==> src/rtl/dbg_trig_pkg.sv <==
package dbg_trig_pkg;
  localparam int TRIG_N    = 10;
  localparam int GRP_N     = TRIG_N / 2;
  localparam int FE_N      = 4;
  localparam int MEM_N     = TRIG_N - FE_N;
  localparam int FE_AW     = $clog2(FE_N);
  localparam int MEM_AW    = $clog2(MEM_N);
  localparam int IDX_W     = $clog2(TRIG_N);
  localparam int STORE_GRP = 1;

  function automatic int fe_trig(int k);
    case (k)
      0:       return 0;
      1:       return 1;
      2:       return 6;
      default: return 8;
    endcase
  endfunction

  function automatic int mem_trig(int k);
    case (k)
      0:       return 2;
      1:       return 3;
      2:       return 4;
      3:       return 5;
      4:       return 7;
      default: return 9;
    endcase
  endfunction

  function automatic logic [IDX_W-1:0] lowest_set(logic [TRIG_N-1:0] v);
    logic [IDX_W-1:0] r;
    r = '0;
    for (int i = TRIG_N - 1; i >= 0; i--) begin
      if (v[i]) r = IDX_W'(i);
    end
    return r;
  endfunction
endpackage

==> src/rtl/dbg_trig_cfg.sv <==
module dbg_trig_cfg
  import dbg_trig_pkg::*;
(
  input  logic                 clk,
  input  logic                 rst_n,
  input  logic                 fe_wr_valid,
  input  logic [FE_AW-1:0]     fe_wr_addr,
  input  logic                 fe_wr_enable,
  input  logic                 fe_wr_timing,
  input  logic                 fe_wr_chain,
  input  logic                 mem_wr_valid,
  input  logic [MEM_AW-1:0]    mem_wr_addr,
  input  logic                 mem_wr_enable,
  input  logic                 mem_wr_timing,
  input  logic                 mem_wr_chain,
  output logic [TRIG_N-1:0]    en_q,
  output logic [TRIG_N-1:0]    tm_q,
  output logic [GRP_N-1:0]     ch_q
);
  logic [TRIG_N-1:0] sel_fe, sel_mem;

  always_comb begin
    sel_fe  = '0;
    sel_mem = '0;
    for (int k = 0; k < FE_N; k++) begin
      if (fe_wr_valid && fe_wr_addr == FE_AW'(k)) sel_fe[fe_trig(k)] = 1'b1;
    end
    for (int k = 0; k < MEM_N; k++) begin
      if (mem_wr_valid && mem_wr_addr == MEM_AW'(k)) sel_mem[mem_trig(k)] = 1'b1;
    end
  end

  for (genvar t = 0; t < TRIG_N; t++) begin : g_trig
    always_ff @(posedge clk) begin
      if (!rst_n) begin
        en_q[t] <= 1'b0;
        tm_q[t] <= 1'b0;
      end else if (sel_fe[t]) begin
        en_q[t] <= fe_wr_enable;
        tm_q[t] <= fe_wr_timing;
      end else if (sel_mem[t]) begin
        en_q[t] <= mem_wr_enable;
        tm_q[t] <= mem_wr_timing;
      end
    end
  end

  for (genvar g = 0; g < GRP_N; g++) begin : g_chain
    always_ff @(posedge clk) begin
      if (!rst_n)              ch_q[g] <= 1'b0;
      else if (sel_fe[2*g])    ch_q[g] <= fe_wr_chain;
      else if (sel_mem[2*g])   ch_q[g] <= mem_wr_chain;
    end
  end

  AST_CFG_HOLD: assert property (@(posedge clk) disable iff (!rst_n)
    (!fe_wr_valid && !mem_wr_valid) |=> ($stable(en_q) && $stable(tm_q) && $stable(ch_q)));
endmodule

==> src/rtl/dbg_trig_pair.sv <==
module dbg_trig_pair #(
  parameter bit CHAIN_OK = 1'b1
) (
  input  logic       clk,
  input  logic       rst_n,
  input  logic [1:0] en,
  input  logic [1:0] tm,
  input  logic       chain,
  input  logic [1:0] match,
  output logic [1:0] q
);
  logic chained, both, same;

  always_comb begin
    chained = chain & CHAIN_OK;
    both    = &(en & match);
    same    = (tm[0] == tm[1]);
    q       = chained ? {2{both & same}} : (en & match);
  end

  AST_PAIR_DISABLED: assert property (@(posedge clk) disable iff (!rst_n)
    ((q & ~en) == 2'b00));
  AST_PAIR_JOINT: assert property (@(posedge clk) disable iff (!rst_n)
    (chain && CHAIN_OK) |-> (q[0] == q[1]));
  AST_PAIR_SKEW: assert property (@(posedge clk) disable iff (!rst_n)
    (chain && CHAIN_OK && tm[0] != tm[1]) |-> (q == 2'b00));
  AST_PAIR_STORE: assert property (@(posedge clk) disable iff (!rst_n)
    (!CHAIN_OK && chain && (en & match) == 2'b01) |-> (q == 2'b01));
endmodule

==> src/rtl/dbg_trig_pend.sv <==
module dbg_trig_pend
  import dbg_trig_pkg::*;
(
  input  logic              clk,
  input  logic              rst_n,
  input  logic              slot_valid,
  input  logic              flush,
  input  logic [TRIG_N-1:0] now_vec,
  input  logic [TRIG_N-1:0] next_vec,
  output logic              trap_now,
  output logic              trap_next,
  output logic [IDX_W-1:0]  fire_idx
);
  logic             pend_q;
  logic [IDX_W-1:0] pend_idx_q;
  logic             now_any, set_req;

  always_comb begin
    now_any   = |now_vec;
    set_req   = slot_valid & (|next_vec);
    trap_now  = now_any;
    trap_next = slot_valid & pend_q & ~now_any;
    if (trap_now)       fire_idx = lowest_set(now_vec);
    else if (trap_next) fire_idx = pend_idx_q;
    else                fire_idx = '0;
  end

  always_ff @(posedge clk) begin
    if (!rst_n) begin
      pend_q     <= 1'b0;
      pend_idx_q <= '0;
    end else if (flush) begin
      pend_q     <= 1'b0;
    end else if (set_req) begin
      pend_q     <= 1'b1;
      pend_idx_q <= lowest_set(next_vec);
    end else if (slot_valid) begin
      pend_q     <= 1'b0;
    end
  end

  AST_NOW_BEATS_NEXT: assert property (@(posedge clk) disable iff (!rst_n)
    !(trap_now && trap_next));
  AST_PEND_CONSUMED: assert property (@(posedge clk) disable iff (!rst_n)
    (slot_valid && pend_q && next_vec == '0) |=> !pend_q);
  AST_FLUSH_DROPS: assert property (@(posedge clk) disable iff (!rst_n)
    flush |=> !pend_q);
endmodule

==> src/rtl/dbg_trig_combiner.sv <==
module dbg_trig_combiner
  import dbg_trig_pkg::*;
(
  input  logic              clk,
  input  logic              rst_n,
  input  logic              fe_wr_valid,
  input  logic [FE_AW-1:0]  fe_wr_addr,
  input  logic              fe_wr_enable,
  input  logic              fe_wr_timing,
  input  logic              fe_wr_chain,
  input  logic              mem_wr_valid,
  input  logic [MEM_AW-1:0] mem_wr_addr,
  input  logic              mem_wr_enable,
  input  logic              mem_wr_timing,
  input  logic              mem_wr_chain,
  input  logic              slot_valid,
  input  logic [FE_N-1:0]   fe_match,
  input  logic [MEM_N-1:0]  mem_match,
  input  logic              flush,
  output logic              hit,
  output logic              trap_now,
  output logic              trap_next,
  output logic [IDX_W-1:0]  fire_idx
);
  logic [TRIG_N-1:0] en_q, tm_q, m, q, qv, now_vec, next_vec;
  logic [GRP_N-1:0]  ch_q;

  dbg_trig_cfg u_cfg (
    .clk, .rst_n,
    .fe_wr_valid, .fe_wr_addr, .fe_wr_enable, .fe_wr_timing, .fe_wr_chain,
    .mem_wr_valid, .mem_wr_addr, .mem_wr_enable, .mem_wr_timing, .mem_wr_chain,
    .en_q, .tm_q, .ch_q
  );

  for (genvar k = 0; k < FE_N; k++) begin : g_fe_map
    localparam int T = fe_trig(k);
    assign m[T] = fe_match[k];
  end
  for (genvar k = 0; k < MEM_N; k++) begin : g_mem_map
    localparam int T = mem_trig(k);
    assign m[T] = mem_match[k];
  end

  for (genvar g = 0; g < GRP_N; g++) begin : g_pair
    dbg_trig_pair #(.CHAIN_OK(g != STORE_GRP)) u_pair (
      .clk, .rst_n,
      .en    (en_q[2*g+1 -: 2]),
      .tm    (tm_q[2*g+1 -: 2]),
      .chain (ch_q[g]),
      .match (m[2*g+1 -: 2]),
      .q     (q[2*g+1 -: 2])
    );
  end

  always_comb begin
    qv       = q & {TRIG_N{slot_valid}};
    now_vec  = qv & ~tm_q;
    next_vec = qv & tm_q;
    hit      = |qv;
  end

  dbg_trig_pend u_pend (
    .clk, .rst_n, .slot_valid, .flush,
    .now_vec, .next_vec,
    .trap_now, .trap_next, .fire_idx
  );

  AST_IDLE_SLOT: assert property (@(posedge clk) disable iff (!rst_n)
    !slot_valid |-> !(hit || trap_now));
endmodule

==> config.mk <==
export PLATFORM = sky130hd
export DESIGN_NAME = dbg_trig_combiner
export DESIGN_NICKNAME = d
export VERILOG_FILES = /design/src/rtl/dbg_trig_pkg.sv /design/src/rtl/dbg_trig_cfg.sv /design/src/rtl/dbg_trig_pair.sv /design/src/rtl/dbg_trig_pend.sv /design/src/rtl/dbg_trig_combiner.sv
export SDC_FILE = /design/constraint.sdc
export NUM_CORES = 1
export LEC_CHECK = 0
export BUFFER_PORTS_ARGS = -buffer_cell sky130_fd_sc_hd__buf_4
export CELL_PAD_IN_SITES_DETAIL_PLACEMENT = 1
export CELL_PAD_IN_SITES_GLOBAL_PLACEMENT = 1
export CORE_UTILIZATION = 25
export CTS_CLUSTER_DIAMETER = 30
export DETAILED_ROUTE_END_ITERATION = 8
export PLACE_DENSITY_LB_ADDON = 0.1
export SYNTH_ARGS = -nofsm -noshare
export SYNTH_HDL_FRONTEND = slang
export SYNTH_SLANG_ARGS = --single-unit
==> constraint.sdc <==
create_clock -name clk -period 2.01 [get_ports clk]
set_input_delay 0.201 -clock clk [delete_from_list [all_inputs] [get_ports clk]]
set_output_delay 0.201 -clock clk [all_outputs]
set_load 0.02 [all_outputs]
# Word-level counts from Yosys, hierarchy flattened
# Cells that the tools add are included.
totals:
  regBits: 29
  wordCells: 243
classes:
  order_cmp: 20
  eq_ne: 12
  n_mux: 116
  bitwise: 27
  n_reduce_logical: 42
ops:
  columns: ["operator", "count"]
  rows:
  - ["$ge A32 B1 Y1 const B", 10]
  - ["$lt A32 B6 Y1 const B", 10]
  - ["$mux W32", 10]
  - ["$mux W10", 10]
  - ["$mux W4", 22]
  - ["$or A10 B10 Y10", 8]
  - ["$mux W1", 60]
  - ["$demux W1 S4", 10]
  - ["$and A10 B10 Y10", 3]
  - ["$reduce_or A10 Y1", 3]
  - ["$reduce_bool A2 Y1", 11]
  - ["$logic_and A1 B1 Y1", 20]
  - ["$and A2 B2 Y2", 5]
  - ["$not A10 Y10", 1]
  - ["$reduce_and A2 Y1", 5]
  - ["$mux W2", 4]
  - ["$and A1 B1 Y1", 7]
  - ["$eq A3 B2 Y1 const B", 2]
  - ["$eq A3 B3 Y1 const B", 2]
  - ["$eq A1 B1 Y1", 4]
  - ["$eq A2 B2 Y1 const B", 2]
  - ["$eq A3 B1 Y1 const B", 1]
  - ["$logic_not A3 Y1", 1]
  - ["$not A1 Y1", 3]
  - ["other kinds (3)", 3]

# Depth between registers and ports, before layout
# Gate-level depths: netlist of run 1.
logic_depth:
  word_depth: 20
  ltp_mapped: 6
  depth_no_buf: 6

# Cells and area by module
# A second synthesis of run 1 with hierarchy kept.
unflattened:
  hier_cells: 218
  hier_area_um2: 1839.3
by_module_without_submodules:
  columns: ["mod", "instances", "cells_each", "area_each_um2", "seq_area_each_um2"]
  rows:
  - ["dbg_trig_cfg", 1, 95, 1003.5, 500.5]
  - ["dbg_trig_pend", 1, 60, 490.5, 100.1]
  - ["dbg_trig_combiner", 1, 37, 192.7, 0.0]
  - ["dbg_trig_pair at g_pair[0].u_pair ...", 4, 6, 35.0, 0.0]
  - ["dbg_trig_pair at g_pair[1].u_pair", 1, 2, 12.5, 0.0]

# Least setup slack after synthesis of run 1
# OpenSTA, ideal clock, no wires.
synth_timing:
  path_kind: "register to output"
  start: "reg u_cfg.tm_q[1]"
  end: "out fire_idx[0]"
  arrival_time_ns: 1.688
  path_slack_ns: 0.121
  path_stages_with_launch: 7
  cell_sequence: "dfxtp_1 nand3b_1 maj3_1 nor2_2 nor3_1 and4_1 a22o_1"
synth_via:
  elab_chain_len: 10
synth_lines:
  columns: ["element", "line", "rtl"]
  rows:
  - ["start, declared", "dbg_trig_cfg.sv:17", "output logic [TRIG_N-1:0] tm_q,"]
  - ["start signal, assigned by index", "dbg_trig_cfg.sv:40", "tm_q[t] <= fe_wr_timing;"]
  - ["start signal, assigned by index", "dbg_trig_cfg.sv:43", "tm_q[t] <= mem_wr_timing;"]
  - ["$eq A1 B1 Y1", "dbg_trig_pair.sv:17", "same = (tm[0] == tm[1]);"]
  - ["$and A1 B1 Y1", "dbg_trig_pair.sv:18", "q = chained ? {2{both & same}} : (en & match);"]
  - ["$mux W2", "dbg_trig_pair.sv:18", null]
  - ["$and A10 B10 Y10", "dbg_trig_combiner.sv:56", "qv = q & {TRIG_N{slot_valid}};"]
  - ["$and A10 B10 Y10 (*)", "dbg_trig_combiner.sv:57", "now_vec = qv & ~tm_q;"]
  - ["$reduce_or A10 Y1 (*)", "dbg_trig_pend.sv:19", "now_any = |now_vec;"]
  - ["$not A1 Y1 (*)", "dbg_trig_pend.sv:22", "trap_next = slot_valid & pend_q & ~now_any;"]
  - ["$and A1 B1 Y1 (*)", "dbg_trig_pend.sv:22", null]
  - ["named net trap_next", "dbg_trig_combiner.sv:22", "output logic trap_next,"]
  - ["$mux W4 (*)", "dbg_trig_pend.sv:24", "else if (trap_next) fire_idx = pend_idx_q;"]
  - ["$mux W4 (*)", "dbg_trig_pend.sv:23", "if (trap_now) fire_idx = lowest_set(now_vec);"]
  - ["end, declared", "dbg_trig_combiner.sv:23", "output logic [IDX_W-1:0] fire_idx"]
# Mark *: on every way through the listed nets, which the timed path passes. The rest lies on a longest branch.

# Worst setup path after layout of run 1
layout_timing:
  start: "reg u_cfg.tm_q[6]"
  end: "out fire_idx[0]"
layout_via:
  elab_chain_len: 14
layout_lines:
  columns: ["element", "line", "rtl"]
  rows:
  - ["$eq A1 B1 Y1", "dbg_trig_pair.sv:17", null]
  - ["$and A1 B1 Y1", "dbg_trig_pair.sv:18", null]
  - ["$mux W2", "dbg_trig_pair.sv:18", null]
  - ["$and A10 B10 Y10", "dbg_trig_combiner.sv:56", null]
  - ["$and A10 B10 Y10 (*)", "dbg_trig_combiner.sv:57", null]
  - ["$mux W4 (8 in a row)", "dbg_trig_pkg.sv:35", "if (v[i]) r = IDX_W'(i);"]
  - ["$mux W4 (*)", "dbg_trig_pend.sv:23", null]
# Mark *: on every way between the ends. The rest lies on a longest branch, timed or not.

==> results by group, run 1 <==
Yosys
  • Distinct cell type count of the synthesized netlist: between 40 and 50
  • Top post-synthesis cells by area: dfxtp_1, mux2i_1, nor2_1
  • Dominant register cell in the synthesized netlist: dfxtp_1
  • Portion of the post-synthesis area used by sequential elements: approximately 32%
  • Synthesized netlist cell count: 220
  • Count of synthesis-stage warnings from yosys: 0
  • Fraction of synthesized cell area taken by the top area cell type: 32.2%
  • Mapped Avg Cell Area: about 8.2 sq um
  • Netlist Area Pre-Place: around 1800 sq um
  • Area leader, netlist: dfxtp_1
  • Number of storage elements in the synthesis netlist: 29
  • Number of nets produced by synthesis: 247
  • Number of enable flip-flop cells after synthesis: 0
  • FFs w/ async S/R, synth: 0%

Finish
  • Register area: around 590 sq um
  • Area added between synthesis and finish: 33.6%
  • Count of inserted antenna diode cells: 0
  • Share of layout cells above drive strength 1: 32.8%
  • Post-route non-filler standard cell count: between 300 and 400
  • Number of fill cells: around 830
  • Most common cell after layout, fill and taps aside: buf_4
  • Footprint of the multi-input gates: about 1200 sq um
  • Post-layout nets: between 300 and 400
  • Final cell utilization of the core: a little over a third
  • Commonest cells after routing, fill and taps aside: buf_4, nor2_1, dfxtp_1
  • Post-route cell area: between 2000 and 2500 sq um

Detailed routing
  • Wire length on met1: around 2.7 mm
  • Drt drc: 0
  • Via density: 4.84
  • Total wire length after detailed routing: around 5.4 mm
  • Mean routed wirelength per cell: around 15 um
  • Antenna Nets Post-Route: 0
  • DR top layer: met4
  • Detail Route met3 WL: about 170 um
  • Routed met2 length: about 2.4 mm
  • Number of detailed-routing iterations run before antenna repair: 4
  • Initial DRC Count: between 50 and 60
  • Via Count: approximately 1800

GRT
  • Pin count of the biggest net entering global routing: 17
  • Global route total overflow: 0
  • First-pass GRT wire length: between 8 and 9 mm
  • Number of antenna violations at the first check in global routing: 0
  • Total global routing track utilization: about 16%
  • Vias in the first global route: about 1800

STA
  • Post-route clock skew: 3.02 ps
  • Post-Route Setup TNS: -195 ps
  • Max-slew headroom: slightly below 60%
  • Slew @ Worst Pin: 617 ps
  • Crit path setup slack, layout: -87.0 ps
  • FMAX: around 480 MHz
  • Final clock period utilization by the worst path: 104%
  • Min cycle time layout: 2100 ps
  • Setup repair after global routing missed its margin: yes
  • Final count of negative-setup-slack endpoints: 3
  • Final count of hold timing violations: 0
  • Final Slew Violations: 0

Critical path
  • Arrival time at the worst endpoint: between 1500 and 2000 ps
  • Largest fanout on the critical path: 4
  • Worst reg2reg startpoint: u_cfg.en_q[7]
  • R2r endpoint: u_pend.pend_idx_q[1]
  • Class of the most critical setup path: register to output pin
  • Count of cells along the worst register-to-register path: 7
  • Required time reported for the critical path endpoint: between 1500 and 2000 ps
  • Slack of the worst reg-to-reg path: ~160 ps
  • Category of the worst setup path launch point: register
  • Element type at the critical path end: output pin

Clock network
  • CTS sink cnt: 29
  • Number of H-tree levels: 2
  • Number of buffers on the longest clock path: 2
  • Clock Latency Late Sink: roughly 280 ps
  • Clock tree from TritonCTS: done
  • Cts bufs inserted: 5
  • Hold-fix buffers at CTS: 0
  • CTS root buf: clkbuf_8
  • CTS clock-pin slew for the worst setup and hold paths: about 60 ps

Placement
  • HPWL Detailed: around 4.4 mm
  • Worst setup slack before clock tree synthesis: approximately 1.2 ps
  • Total instance count after detailed placement: approximately 360
  • Port Buffers: 33
  • DP Area: approximately 2300 sq um
  • Global placement routability congestion: 0.685

Worst hold path
  • Path type of the worst min-delay path: input pin to register
  • Min-delay src: flush
  • Worst Hold Endpoint: u_pend.pend_q
  • Hold Path Cell Cnt: 2

Die
  • Core footprint: between 6000 and 7000 sq um
  • Initial Util: 26.2%
  • Core Rows: 30
  • Die height: 86.9 um
  • Horiz. Die Dim: about 87 um
  • Boundary pin count: 34
  • DIE AREA: around 7600 sq um

Power
  • Cell Pwr Density: roughly 510 nW/um^2
  • Worst-case vdd ir drop: 0.163 mV
  • Clock network power share: 35.8%
  • Combinational share of power: between 15 and 20%
  • Internal: 909 uW
  • Lkg Pwr: between 0.9 and 1 nW
  • Net load switching power: 325 uW
  • Sw Ratio: 26.3%
  • Sequential group share of total power: between 40 and 50%

Run status
  • Status: finished with violations
  • Failing checks: setup timing

Run
  • Count of max-cap constraint violations: 0
## synthesized netlist by cell type (3+ instances only)
cell,n
nor3b_1,6
nand4b_1,3
mux2i_1,22
dfxtp_1,29
o21ai_0,8
nand3_1,11
nor3_1,9
a21oi_1,13
nor2_1,34
maj3_2,5
nand3b_1,11
a31oi_1,3
nand4_1,3
buf_4,3
nand2_1,17
clkbuf_1,5
xor2_1,4
## registers in the layout (all words and copies together) (netlist names)
| signal | cells |
|---|---|
| u_cfg.ch_q | 4 |
| u_pend.pend_idx_q | 4 |
| u_pend.pend_q | 1 |
| u_cfg.en_q | 10 |
| u_cfg.tm_q | 10 |
## worst max-delay path, cell delays in order, from the launching register on
cell and delay, ps:
dfxtp_1 300, nand3b_1 180, maj3_2 360, a21oi_2 190, nor3_2 60, and4_4 160, a22o_1 230, buf_6 130
## power by group through the flow
stage               registers, mW  clock network [mW]  logic (mW)
finish                      0.598               0.442       0.194
global route                0.600               0.485       0.213
CTS                         0.598               0.462       0.196
detailed placement          0.611                   0       0.192
global placement            0.610                   0       0.191
floorplan                   0.610                   0      0.0905
## timing repair
item,in CTS,in global routing
resized for setup,11,5
pin swaps,7,6
endpoints found under the setup margin,5,4
buffers inserted,5,0
## through the flow
step	hold WS, ps	power [mW]
after floorplan	280	0.701
final	109	1.23
after global placement	400	0.802
after detailed placement	401	0.802
after CTS	103	1.26
after global routing	105	1.30
## metal layers
metal | vias up | track usage, %
li1 | 913 | -
met1 | 842 | 21.1
met2 | 30 | 24.9
met3 | 6 | 3.03
met4 | 0 | 5.00
met5 | - | 0
## cell families (layout without fill, tap and decap cells)
family,count (synthesis),after routing,synth area share (%)
AOI/OAI and AO/OA,42,42,16.1
adders and majority gates,7,7,4.23
buffers and inverters,11,65,2.98
muxes,22,22,12.2
and+or+nand+nor,105,105,30.3
xor gates and xnor gates,4,4,1.94
DFF,29,29,32.2
## how the worst max path moves through the flow
stage | start | end | slack (ps) | cells past startpoint
6_report | u_cfg.tm_q[6] | fire_idx[0] | -90 | 7
5_1_grt | u_cfg.tm_q[5] | fire_idx[0] | -160 | 7
4_1_cts | u_cfg.tm_q[7] | fire_idx[0] | -100 | 7
3_5_place_dp | u_cfg.tm_q[7] | fire_idx[0] | 1 | 7
3_3_place_gp | u_cfg.tm_q[7] | fire_idx[0] | 30 | 7
2_1_floorplan | u_cfg.tm_q[1] | fire_idx[0] | 120 | 6
## area by class of cell
class	instances	area share (%)
clock buffer	5	2.86
clock inverter	1	0.208
inverter	2	0.312
multi-input combinational	180	49.2
sequential	29	24.4
tap	96	4.99
timing repair buffer	57	18.1
Power figures use the tool's default switching activity.
==> inputs of run 2 (changes only) <==
CORE_MARGIN = 4   (was unset)
==> results by group, run 2 (synthesis results as in run 1) <==
Power
  • Clock network power share: 35.8% (about the same)
  • Worst-case vdd ir drop: 0.219 mV (+34%)
  • Sw Ratio: 26.4% (+0.097 points)
  • Combinational share of power: 15.9% (+0.2 points)
  • Lkg Pwr: 0.971 nW (-0.13%)
  • Net load switching power: 327 uW (+0.62%)
  • Sequential group share of total power: 48.3% (-0.2 points)
  • Cell Pwr Density: 511 nW/um^2 (-0.22%)
  • Internal: 910 uW (+0.12%)

STA
  • Final count of hold timing violations: 0 (unchanged)
  • Max-slew headroom: 56.5% (-2.3 points)
  • Hold slack: 103 ps (-6.26 ps)
  • Setup repair after global routing missed its margin: yes
  • Final Slew Violations: 0 (unchanged)
  • Final clock period utilization by the worst path: 104% (about the same)
  • Post-route clock skew: 4.23 ps (+1.20 ps)
  • Min cycle time layout: 2100 ps (-1.76 ps)
  • Crit path setup slack, layout: -85.3 ps (+1.76 ps)
  • Final count of negative-setup-slack endpoints: 3 (unchanged)
  • Slew @ Worst Pin: 652 ps (+34.3 ps)
  • Post-Route Setup TNS: -178 ps (+17.5 ps)
  • FMAX: 477 MHz (about the same)

Finish
  • Post-layout nets: 303 (+0.33%)
  • Commonest cells after routing, fill and taps aside: buf_4, nor2_1, dfxtp_1
  • Most common cell after layout, fill and taps aside: buf_4
  • Share of layout cells above drive strength 1: 32.7% (-0.12 points)
  • Number of fill cells: 857 (+3.4%)
  • Area added between synthesis and finish: 34.2%
  • Top flop regs: u_cfg.en_q (10), u_cfg.tm_q (10)
  • Count of inserted antenna diode cells: 0 (unchanged)

Critical path
  • Slack of the worst reg-to-reg path: 170 ps (about the same)
  • Buffers & Inverters on Critical Path: 1 (unchanged)
  • Element type at the critical path end: output pin
  • Category of the worst setup path launch point: register
  • Required time reported for the critical path endpoint: 1810 ps (about the same)
  • Largest fanout on the critical path: 4 (unchanged)
  • Largest incremental delay on the critical path: 360 ps (about the same)
  • Family of cells with the greatest summed delay on the critical path: compound AO/OA/AOI/OAI gates
  • Class of the most critical setup path: register to output pin
  • Max stage delay cell, worst path: maj3_2
  • Arrival time at the worst endpoint: 1890 ps (about the same)
  • Critical-path cell list: nand3b_1, maj3_2, a21oi_2, nor3_2, and4_4, a22o_1, buf_6

Clock network
  • CTS root buf: clkbuf_8
  • Number of H-tree levels: 2 (unchanged)
  • Number of buffers on the longest clock path: 2 (unchanged)
  • Clock tree from TritonCTS: done
  • Hold-fix buffers at CTS: 0 (unchanged)
  • CTS sink cnt: 29 (unchanged)
  • Cts bufs inserted: 5 (unchanged)
  • CTS clock-pin slew for the worst setup and hold paths: 60 ps (about the same)
  • Clock Latency Late Sink: 280 ps (about the same)

Placement
  • Worst setup slack before clock tree synthesis: -7.86 ps (-9.06 ps)
  • Global placement routability congestion: 0.728 (+6.2%)
  • Port Buffers: 33 (unchanged)
  • HPWL Detailed: 4.48 mm (+0.83%)

Detailed routing
  • Total wire length after detailed routing: 5.49 mm (+1.9%)
  • Drt drc: 0 (unchanged)
  • Via Count: 1758 (-1.8%)
  • Number of detailed-routing iterations run before antenna repair: 4 (unchanged)
  • Antenna Nets Post-Route: 0 (unchanged)
  • Initial DRC Count: 36 (-37%)
  • Via density: 4.74 (-2.1%)
  • Mean routed wirelength per cell: 14.8 um (+1.7%)

Run status
  • Failing checks: setup timing
  • Status: finished with violations

GRT
  • Met1 track demand over resource in global routing: 18.0% (-3.1 points)
  • Total global routing track utilization: 13.7% (-1.9 points)
  • Vias in the first global route: 1817 (+2.7%)
  • Routing usage on met2: 22.0% (-2.9 points)
  • Number of antenna violations at the first check in global routing: 0 (unchanged)
  • Pin count of the biggest net entering global routing: 26 (+9)
  • Global route total overflow: 0 (unchanged)
  • Highest-utilization routing layer at the global route stage: met2
  • First-pass GRT wire length: 9.26 mm (+4.0%)
  • M3 GR Usage: 3.17% (+0.13 points)

Die
  • Core Rows: 30 (unchanged)
  • Horiz. Die Dim: 92.9 um (+6.9%)
  • Core footprint: 6910 sq um (+0.55%)
  • Initial Util: 26.1% (-0.14 points)
  • DIE AREA: 8640 sq um (+14%)
  • Die height: 92.9 um (+6.9%)
  • Boundary pin count: 34 (unchanged)

Run
  • Count of max-cap constraint violations: 0 (unchanged)

Worst hold path
  • Path type of the worst min-delay path: input pin to register
-- run 2: layout make-up --
cell class	instances	area (sq um)	share of cell area, %
clock buffer	5	68.8	2.84
inverter	2	7.51	0.310
tap	96	120	4.96
timing repair buffer	58	443	18.3
sequential	29	583	24.1
clock inverter	1	5.00	0.207
multi-input combinational	180	1190	49.3
-- run 2: routing by layer --
layer	share of wire, %	vias up
li1	-	910
met1	50	816
met2	45	25
met3	3.4	7
met4	1.5	0
met5	0	-
-- run 2: path summary, 6_finish.rpt --
check | to | depth (start not counted) | startpoint
max | fire_idx[0] | 7 | u_cfg.tm_q[7]
min reg2reg | u_pend.pend_idx_q[1] | 2 | u_pend.pend_idx_q[1]
min | u_pend.pend_q | 2 | flush
max reg2reg | u_pend.pend_idx_q[1] | 7 | u_cfg.tm_q[7]
-- run 2: repair_timing --
| item | 4_1_cts | 5_1_grt |
|---|---|---|
| hold endpoints to repair | 0 | 0 |
| pin swaps | 6 | 2 |
| endpoints found under the setup margin | 5 | 5 |
| buffers inserted | 1 | 2 |
| gates resized for setup | 8 | 6 |
-- run 2: power by group through the flow --
stage,combinational (mW),sequential (mW),clock [mW]
finish,0.197,0.598,0.442
global route,0.220,0.600,0.486
CTS,0.198,0.597,0.469
detailed placement,0.195,0.610,0
global placement,0.194,0.610,0
floorplan,0.0905,0.610,0
-- run 2: through the flow --
stage,power [mW],utilization [%],cell area [sq um],cells
finish,1.24,35.0,2420,371
CTS,1.26,34.6,2390,369
global placement,0.804,33.2,2290,362
global route,1.31,35.0,2420,371
detailed placement,0.805,33.2,2290,362
floorplan,0.701,-,1800,220
==> inputs of run 3 (changes only) <==
CORE_MARGIN = 2   (was 4)
==> results by group, run 3 (synthesis results as in run 1) <==
Finish
  • Post-route non-filler standard cell count: 376 (+1.3%)
  • Number of fill cells: 830 (-3.2%)
  • Count of inserted antenna diode cells: 0 (unchanged)
  • Post-layout nets: 306 (+0.99%)
  • Commonest cells after routing, fill and taps aside: buf_4, nor2_1, dfxtp_1
  • Top flop regs: u_cfg.en_q (10), u_cfg.tm_q (10)
  • Most common cell after layout, fill and taps aside: buf_4
  • Share of layout cells above drive strength 1: 33.6% (+0.84 points)
  • Area added between synthesis and finish: 38.1%

Power
  • Cell Pwr Density: 577 nW/um^2 (+13%)
  • Worst-case vdd ir drop: 0.254 mV (+16%)
  • Lkg Pwr: 1.01 nW (+3.9%)

Die
  • DIE AREA: 7910 sq um (-8.4%)
  • Core footprint: 6870 sq um (-0.54%)
  • Boundary pin count: 34 (unchanged)
  • Initial Util: 26.2% (+0.14 points)
  • Core Rows: 30 (unchanged)
  • Die height: 88.9 um (-4.3%)
  • Horiz. Die Dim: 88.9 um (-4.3%)

Clock network
  • Number of buffers on the longest clock path: 2 (unchanged)
  • CTS clock-pin slew for the worst setup and hold paths: 70 ps (about the same)
  • Cts bufs inserted: 5 (unchanged)
  • Number of H-tree levels: 2 (unchanged)
  • CTS sink cnt: 29 (unchanged)
  • CTS root buf: clkbuf_8
  • Clock Latency Late Sink: 280 ps (about the same)
  • Clock tree from TritonCTS: done

Critical path
  • Worst reg2reg startpoint: u_cfg.tm_q[4]
  • Slack of the worst reg-to-reg path: 120 ps (-50 ps)
  • Arrival time at the worst endpoint: 1910 ps (+20 ps)
  • Largest fanout on the critical path: 4 (unchanged)
  • Class of the most critical setup path: register to output pin
  • Category of the worst setup path launch point: register
  • Largest incremental delay on the critical path: 370 ps (about the same)
  • Max stage delay cell, worst path: maj3_2
  • Required time reported for the critical path endpoint: 1810 ps (about the same)
  • Element type at the critical path end: output pin
  • R2r endpoint: u_pend.pend_idx_q[1]
  • Critical-path cell list: nand3b_1, maj3_2, a21oi_4, nor3_2, and4_4, a22o_1, buf_6
  • Count of cells along the worst register-to-register path: 7 (unchanged)

GRT
  • Met1 track demand over resource in global routing: 21.1% (+3.1 points)
  • M3 GR Usage: 2.95% (-0.21 points)
  • Number of antenna violations at the first check in global routing: 0 (unchanged)
  • Total global routing track utilization: 15.5% (+1.7 points)
  • Pin count of the biggest net entering global routing: 17 (-35%)
  • Highest-utilization routing layer at the global route stage: met2
  • Global route total overflow: 0 (unchanged)
  • Vias in the first global route: 1839 (+1.2%)
  • First-pass GRT wire length: 9.25 mm (-0.14%)
  • Routing usage on met2: 25.1% (+3.1 points)

Detailed routing
  • Via density: 4.82 (+1.6%)
  • Drt drc: 0 (unchanged)
  • Initial DRC Count: 33 (-8.3%)
  • Via Count: 1811 (+3.0%)
  • Total wire length after detailed routing: 5.67 mm (+3.4%)
  • Mean routed wirelength per cell: 15.1 um (+2.1%)
  • Number of detailed-routing iterations run before antenna repair: 4 (unchanged)
  • Antenna Nets Post-Route: 0 (unchanged)

STA
  • Post-Route Setup TNS: -207 ps (-29.7 ps)
  • Final clock period utilization by the worst path: 105% (+0.54 points)
  • Final count of negative-setup-slack endpoints: 3 (unchanged)
  • Min cycle time layout: 2110 ps (+11.0 ps)
  • Crit path setup slack, layout: -96.2 ps (-11.0 ps)
  • Final count of hold timing violations: 0 (unchanged)
  • Hold slack: 105 ps (+1.82 ps)
  • Post-route clock skew: 4.92 ps (+0.696 ps)
  • FMAX: 475 MHz (-0.52%)
  • Setup repair after global routing missed its margin: yes
  • Max-slew headroom: 59.9% (+3.4 points)
  • Slew @ Worst Pin: 600 ps (-51.3 ps)
  • Final Slew Violations: 0 (unchanged)

Run status
  • Status: finished with violations
  • Failing checks: setup timing

Worst hold path
  • Min-delay src: flush
  • Hold Path Cell Cnt: 2 (unchanged)
  • Worst Hold Endpoint: u_pend.pend_q
  • Path type of the worst min-delay path: input pin to register

Run
  • Count of max-cap constraint violations: 0 (unchanged)

Placement
  • Port Buffers: 33 (unchanged)
  • Global placement routability congestion: 0.751 (+3.1%)
  • HPWL Detailed: 4.64 mm (+3.4%)
  • Total instance count after detailed placement: 362 (unchanged)
[run 3: power by group]
group          internal (mW)  switching, mW
Sequential             0.588        0.00985
Combinational         0.0965          0.104
Clock                  0.404          0.233
Total                   1.09          0.347
[run 3: metrics by stage]
step	total power [mW]	instance area [sq um]	setup slack (ps)	utilization, %
final	1.44	2490	-96.2	36.2
after global routing	1.51	2490	-167	36.2
after CTS	1.45	2450	-87.4	35.7
after detailed placement	0.806	2290	3.09	33.3
after global placement	0.803	2290	33.9	33.3
after floorplan	0.701	1800	121	-
[run 3: how the worst max path moves through the flow]
stage                             start          end  slack, ps  cells after the start
final                     u_cfg.tm_q[6]  fire_idx[0]       -100                      7
after global routing      u_cfg.tm_q[6]  fire_idx[0]       -170                      7
after CTS                 u_cfg.tm_q[6]  fire_idx[0]        -90                      7
after detailed placement  u_cfg.tm_q[7]  fire_idx[0]          3                      7
after global placement    u_cfg.tm_q[7]  fire_idx[0]         30                      7
after floorplan           u_cfg.tm_q[1]  fire_idx[0]        120                      6
[run 3: final cells by class]
type	count	area, sq um	share of cell area, %
Clock inverter	1	30.0	1.21
Clock buffer	7	86.3	3.47
Sequential cell	29	584	23.5
Inverter	2	7.51	0.302
Timing Repair Buffer	61	465	18.7
Tap cell	96	120	4.82
Multi-Input combinational cell	180	1200	48.0
[run 3: timing repair]
item,in CTS,in global routing
setup endpoints to repair,5,7
hold buffers,0,0
resized for setup,7,7
setup buffers,4,2
pin swaps,7,4
[run 3: worst max-delay path: cells and delay by family, from the launching register on]
kind                       cells  cell delay (ps)
adders and majority gates      1              370
buffers and inverters          1              130
and+or+nand+nor                3              400
DFF                            1              310
AOI/OAI and AO/OA              2              400
[run 3: metal layers]
layer	routed length, um	up-vias	part of all wire, %
met5	0	-	0
li1	-	919	-
met3	179	4	3.2
met1	2800	861	49
met4	46	0	0.81
met2	2650	27	47
